## src/rtl/rxq_pkg.sv

```systemverilog
package rxq_pkg;
  localparam int ID_W   = 11;
  localparam int LEN_W  = 4;
  localparam int NBYTES = 8;
  localparam int DATA_W = NBYTES * 8;
  localparam int MSG_W  = ID_W + LEN_W + DATA_W;

  typedef struct packed {
    logic [ID_W-1:0]   id;
    logic [LEN_W-1:0]  len;
    logic [DATA_W-1:0] data;
  } msg_t;
endpackage

```

## src/rtl/rxq_store.sv

```systemverilog
module rxq_store #(
  parameter int DEPTH = 4,
  parameter int W     = 79
) (
  input  logic         clk,
  input  logic         rst,
  input  logic         wr_en,
  input  logic [W-1:0] wr_msg,
  input  logic         rd_en,
  output logic [W-1:0] rd_msg,
  output logic         empty,
  output logic         full
);
  localparam int AW = (DEPTH > 1) ? $clog2(DEPTH) : 1;
  localparam int CW = $clog2(DEPTH + 1);
  localparam logic [AW-1:0] LAST = AW'(DEPTH - 1);

  logic [W-1:0]  mem [DEPTH];
  logic [AW-1:0] wr_ptr, rd_ptr;
  logic [CW-1:0] cnt;

  // storage without reset so it maps onto distributed RAM
  always_ff @(posedge clk) begin
    if (wr_en) mem[wr_ptr] <= wr_msg;
  end

  assign rd_msg = mem[rd_ptr];
  assign empty  = (cnt == '0);
  assign full   = (cnt == CW'(DEPTH));

  always_ff @(posedge clk) begin
    if (rst) begin
      wr_ptr <= '0;
      rd_ptr <= '0;
      cnt    <= '0;
    end else begin
      if (wr_en) wr_ptr <= (wr_ptr == LAST) ? '0 : wr_ptr + AW'(1);
      if (rd_en) rd_ptr <= (rd_ptr == LAST) ? '0 : rd_ptr + AW'(1);
      case ({wr_en, rd_en})
        2'b10:   cnt <= cnt + CW'(1);
        2'b01:   cnt <= cnt - CW'(1);
        default: cnt <= cnt;
      endcase
    end
  end

  // a lone push raises occupancy by one
  a_r2_push_count: assert property (@(posedge clk) disable iff (rst)
    (wr_en && !rd_en) |=> (cnt == $past(cnt) + CW'(1)));
  // a full queue with nothing leaving stays full
  a_r6_full_holds: assert property (@(posedge clk) disable iff (rst)
    (full && !rd_en) |=> full);
endmodule

```

## src/rtl/rxq_fg.sv

```systemverilog
module rxq_fg #(
  parameter int W = 79
) (
  input  logic         clk,
  input  logic         rst,
  input  logic         q_empty,
  input  logic [W-1:0] q_head,
  input  logic         clr,
  output logic         pop,
  output logic [W-1:0] fg_msg,
  output logic         ready
);
  assign pop = !ready && !q_empty;

  always_ff @(posedge clk) begin
    if (rst) begin
      fg_msg <= '0;
      ready  <= 1'b0;
    end else if (pop) begin
      fg_msg <= q_head;
      ready  <= 1'b1;
    end else if (clr) begin
      ready  <= 1'b0;
    end
  end

  // an occupied slot is frozen
  a_r4_slot_frozen: assert property (@(posedge clk) disable iff (rst)
    ready |=> $stable(fg_msg));
  // free slot plus waiting frame loads on the next edge
  a_r3_load: assert property (@(posedge clk) disable iff (rst)
    (!ready && !q_empty) |=> ready);
  // write-1 clear drops the flag
  a_r5_clear: assert property (@(posedge clk) disable iff (rst)
    (ready && clr) |=> !ready);
endmodule

```

## src/rtl/rxq_evt.sv

```systemverilog
module rxq_evt (
  input  logic clk,
  input  logic rst,
  input  logic drop,
  input  logic clr_ovr,
  input  logic ready,
  input  logic rx_ie,
  input  logic err_ie,
  output logic ovr,
  output logic rx_irq,
  output logic err_irq
);
  always_ff @(posedge clk) begin
    if (rst)          ovr <= 1'b0;
    else if (drop)    ovr <= 1'b1;
    else if (clr_ovr) ovr <= 1'b0;
  end

  assign rx_irq  = ready & rx_ie;
  assign err_irq = ovr & err_ie;

  // a discard always leaves the overrun flag set
  a_r7_drop_sets: assert property (@(posedge clk) disable iff (rst)
    drop |=> ovr);
  // masked interrupts stay low
  a_r9_rx_mask: assert property (@(posedge clk) disable iff (rst)
    !rx_ie |-> !rx_irq);
  a_r9_err_mask: assert property (@(posedge clk) disable iff (rst)
    !err_ie |-> !err_irq);
endmodule

```

## src/rtl/rx_msg_queue.sv

```systemverilog
module rx_msg_queue
  import rxq_pkg::*;
#(
  parameter int DEPTH = 4
) (
  input  logic              clk,
  input  logic              rst,
  input  logic              in_valid,
  input  logic [ID_W-1:0]   in_id,
  input  logic [LEN_W-1:0]  in_len,
  input  logic [DATA_W-1:0] in_data,
  input  logic              clr_ready,
  input  logic              clr_ovr,
  input  logic              rx_ie,
  input  logic              err_ie,
  output logic [ID_W-1:0]   fg_id,
  output logic [LEN_W-1:0]  fg_len,
  output logic [DATA_W-1:0] fg_data,
  output logic              ready_flag,
  output logic              ovr_flag,
  output logic              rx_irq,
  output logic              err_irq
);
  msg_t in_msg, head, fg;
  logic q_empty, q_full, pop, push, drop;

  assign in_msg = '{id: in_id, len: in_len, data: in_data};
  assign push   = in_valid && (!q_full || pop);
  assign drop   = in_valid && q_full && !pop;

  rxq_store #(.DEPTH(DEPTH), .W(MSG_W)) u_store (
    .clk(clk), .rst(rst), .wr_en(push), .wr_msg(in_msg),
    .rd_en(pop), .rd_msg(head), .empty(q_empty), .full(q_full)
  );

  rxq_fg #(.W(MSG_W)) u_fg (
    .clk(clk), .rst(rst), .q_empty(q_empty), .q_head(head),
    .clr(clr_ready), .pop(pop), .fg_msg(fg), .ready(ready_flag)
  );

  rxq_evt u_evt (
    .clk(clk), .rst(rst), .drop(drop), .clr_ovr(clr_ovr),
    .ready(ready_flag), .rx_ie(rx_ie), .err_ie(err_ie),
    .ovr(ovr_flag), .rx_irq(rx_irq), .err_irq(err_irq)
  );

  assign fg_id   = fg.id;
  assign fg_len  = fg.len;
  assign fg_data = fg.data;
endmodule

```

## config.mk

```make
export PLATFORM = sky130hd
export DESIGN_NAME = rx_msg_queue
export DESIGN_NICKNAME = d
export VERILOG_FILES = /design/src/rtl/rxq_pkg.sv /design/src/rtl/rxq_store.sv /design/src/rtl/rxq_fg.sv /design/src/rtl/rxq_evt.sv /design/src/rtl/rx_msg_queue.sv
export SDC_FILE = /design/constraint.sdc
export NUM_CORES = 1
export LEC_CHECK = 0
export BUFFER_PORTS_ARGS = -buffer_cell sky130_fd_sc_hd__buf_2
export CORE_MARGIN = 4
export CORE_UTILIZATION = 52
export CTS_CLUSTER_DIAMETER = 200
export DETAILED_ROUTE_END_ITERATION = 10
export GPL_TIMING_DRIVEN = 0
export PLACE_DENSITY = 0.81
export RECOVER_POWER = 25
export SYNTH_ARGS = -nofsm -noshare
export SYNTH_HDL_FRONTEND = slang
export SYNTH_SLANG_ARGS = --single-unit
```

## constraint.sdc

```tcl
create_clock -name clk -period 3.05 [get_ports clk]
set_input_delay 0.4575 -clock clk [delete_from_list [all_inputs] [get_ports clk]]
set_output_delay 0.4575 -clock clk [all_outputs]
set_load 0.005 [all_outputs]
```

==> flow_metrics.env <==
export IMPL_placed_area_mm2=0.0162
export IMPL_max_freq_ghz=0.443
export IMPL_fin_nets=1130
export IMPL_p_leak_uw=0.00603
export IMPL_initial_utilization=0.529
export IMPL_drive_gt1_frac=0.276
export IMPL_cts_hold_buf=0
export IMPL_cts_max_path_buffers=3
export IMPL_regToRegStartpoint="u_fg.ready"
export IMPL_final_cell_mix="edfxtp_1, nand2_1, buf_2"
export IMPL_max_slew_margin=0.384
export IMPL_fillCellCount=1991
export IMPL_yosys_cell_types_count=29
export IMPL_cts_tree="done"
export IMPL_tightest_slew_ns=0.921
export IMPL_finalSetupTns_ns=0
export IMPL_grt_use_total=0.193
export IMPL_rows=61
export IMPL_cts_buffers=41
export IMPL_min_from="in_data[32]"
export IMPL_dieArea_mm2=0.0311
export IMPL_port_buffers=166
export IMPL_synth_ff_latch_count=404
export IMPL_layout_commonest_cell="edfxtp_1"
export IMPL_fp_dieH_um=176
export IMPL_crit_path_end_kind="flip-flop"
export IMPL_slew_violations=0
export IMPL_reg2reg_to="u_store.mem[0][47]"
export IMPL_critPathLaunchType="flip-flop"
export IMPL_io_pins=169
export IMPL_worstPathRequired_ns=3.24
export IMPL_grt_pass1_vias=8255
export IMPL_syn_area_mm2=0.0147
export IMPL_cts_resized=0
export IMPL_dpl_hpwl_um=19300
export IMPL_fin_crit_sh=0.740
export IMPL_synth_edff_count=316
export IMPL_cap_violations=0
export IMPL_ys_flop_type="edfxtp_1"
export IMPL_core_area_mm2=0.0279
export IMPL_crit_fanout=41
export IMPL_drtAntennaViolNets=0
export IMPL_crit_end="u_store.mem[0][47]"
export IMPL_run_status="finished, final reports clean"
export IMPL_post_cts_buffers=0
export IMPL_hp_class="input pin to flip-flop"
export IMPL_antennaDiodeCount=0
export IMPL_syn_nets=917
export IMPL_grt_antenna_before_repair=1
export IMPL_ir_drop_mv=0.533
export IMPL_final_min_clock_period_ns=2.26
export IMPL_crit_type="flip-flop to flip-flop"
export IMPL_yosys_warnings=0
export IMPL_routabilityCongestion=0.716
export IMPL_fin_worst_skew_ns=0.0122
export IMPL_first_pass_iters=5
export IMPL_grt_pass1_wl_um=46100
export IMPL_ys_seq_area_frac=0.764
export IMPL_critPathLaunch="u_fg.ready"
export IMPL_vias_per_cell=5.43
export IMPL_fin_area_mm2=0.0174
export IMPL_clock_sinks=404
export IMPL_clk_pin_slew_ns=0.06
export IMPL_wl_per_cell_um=20.7
export IMPL_drc=0
export IMPL_netlist_instances=825
export IMPL_die_w_um=176
export IMPL_drt_iter0_markers=635
export IMPL_root_buffer="clkbuf_16"
export IMPL_p_per_area_mw_per_mm2=898
export IMPL_worstPathArrival_ns=2.45
export IMPL_async_reset_ff_frac=0
export IMPL_routed_wl_um=30000
export IMPL_hold_violations=0
export IMPL_setup_viol=0
export IMPL_r2r_slack_ns=0.79
export IMPL_grt_overflow_total=0
export IMPL_grt_max_degree=46
export IMPL_r2r_cells=6
export IMPL_syn_avg_cell_area_um2=17.9
export IMPL_rsz0062_at_grt="false"
export IMPL_vias=7862
export IMPL_cts_max_level=2
export IMPL_worstSkewPairLatency_ns=0.52
export IMPL_area_growth_pct=18.2
[final cells by class]
type | count | area, um2 | share of cell area
inverter | 5 | 18.8 | 0.00108
sequential | 404 | 11300 | 0.646
buffer | 48 | 335 | 0.0193
tap | 378 | 473 | 0.0272
multi-input combinational | 368 | 3140 | 0.180
timing repair buffer | 170 | 870 | 0.0499
clock inverter | 18 | 174 | 0.00998
clock buffer | 57 | 1160 | 0.0665
[sequential cells by signal, indices dropped and copies added (netlist names)]
register        cells
u_fg.fg_msg        79
u_store.cnt         3
u_evt.ovr           1
u_store.rd_ptr      2
u_store.mem       316
u_fg.ready          1
u_store.wr_ptr      2
[per-stage QoR]
stage	instances	power (uW)	hold slack (ns)	worst slack, ns	utilization
after floorplan	825	9550	0.453	0.719	-
after global placement	1369	10800	0.439	-0.0876	0.576
after detailed placement	1373	11000	0.443	0.763	0.580
after CTS	1448	15900	0.122	0.780	0.628
after global routing	1448	16500	0.151	0.690	0.625
final	1448	15600	0.163	0.794	0.625
[Yosys cell counts (all sizes together) (2+ instances only)]
cell type | instances | share of area
nor2b | 3 | 0.0013
and2 | 6 | 0.0025
or3 | 2 | 0.00085
inv | 5 | 0.0013
clkbuf | 10 | 0.0025
mux4 | 79 | 0.12
edfxtp | 316 | 0.64
nand2b | 2 | 0.00085
dfxtp | 88 | 0.12
mux2 | 2 | 0.0015
buf | 38 | 0.020
mux2i | 2 | 0.0014
ha | 5 | 0.0042
a21oi | 85 | 0.029
nor2 | 9 | 0.0023
nand2 | 162 | 0.041
[how the worst min path moves through the flow]
stage | depth (start not counted) | slack [ns] | end
global route | 1 | 0.15 | u_store.mem[3][24]
detailed placement | 2 | 0.44 | u_fg.fg_msg[70]
finish | 1 | 0.16 | u_store.mem[2][32]
CTS | 1 | 0.12 | u_store.mem[1][59]
global placement | 2 | 0.44 | u_fg.fg_msg[30]
floorplan | 2 | 0.45 | u_fg.fg_msg[0]
[critical path, cell delays in order, from the launching register on]
cell      delay (ns)
dfxtp_1         0.31
buf_2           0.17
and4bb_1        0.22
nor2b_1         0.11
buf_4           0.17
and2_4          0.59
buf_16          0.31
[cells by family (layout without fill, tap and decap cells)]
| logic type | after synthesis | count (layout) | share of synthesized area |
|---|---|---|---|
| flip-flops | 404 | 404 | 0.764 |
| AND/OR/NAND/NOR | 189 | 189 | 0.0518 |
| AO/OA/AOI/OAI | 89 | 89 | 0.0307 |
| multiplexers | 83 | 83 | 0.124 |
| buffers and inverters | 53 | 298 | 0.0240 |
| adder cells (fa/ha/maj) | 6 | 6 | 0.00560 |
| XOR/XNOR | 1 | 1 | 0.000595 |
[report_power, final]
group / total, uW / switching (uW) / leakage (uW) / internal (uW)
Clock: 4890 / 1970 / 0.000649 / 2920
Sequential: 6950 / 294 / 0.00362 / 6660
Combinational: 3790 / 2090 / 0.00176 / 1700
Total: 15600 / 4350 / 0.00603 / 11300
[per-layer routing]
metal | part of all wire | vias up | global-route usage
met2 | 0.52 | 262 | 0.335
met3 | 0.066 | 52 | 0.0373
met4 | 0.022 | 2 | 0.0551
li1 | - | 3569 | -
met1 | 0.39 | 3977 | 0.252
met5 | 0.00023 | - | 0
Note: power is estimated with default switching activity, not from simulation.
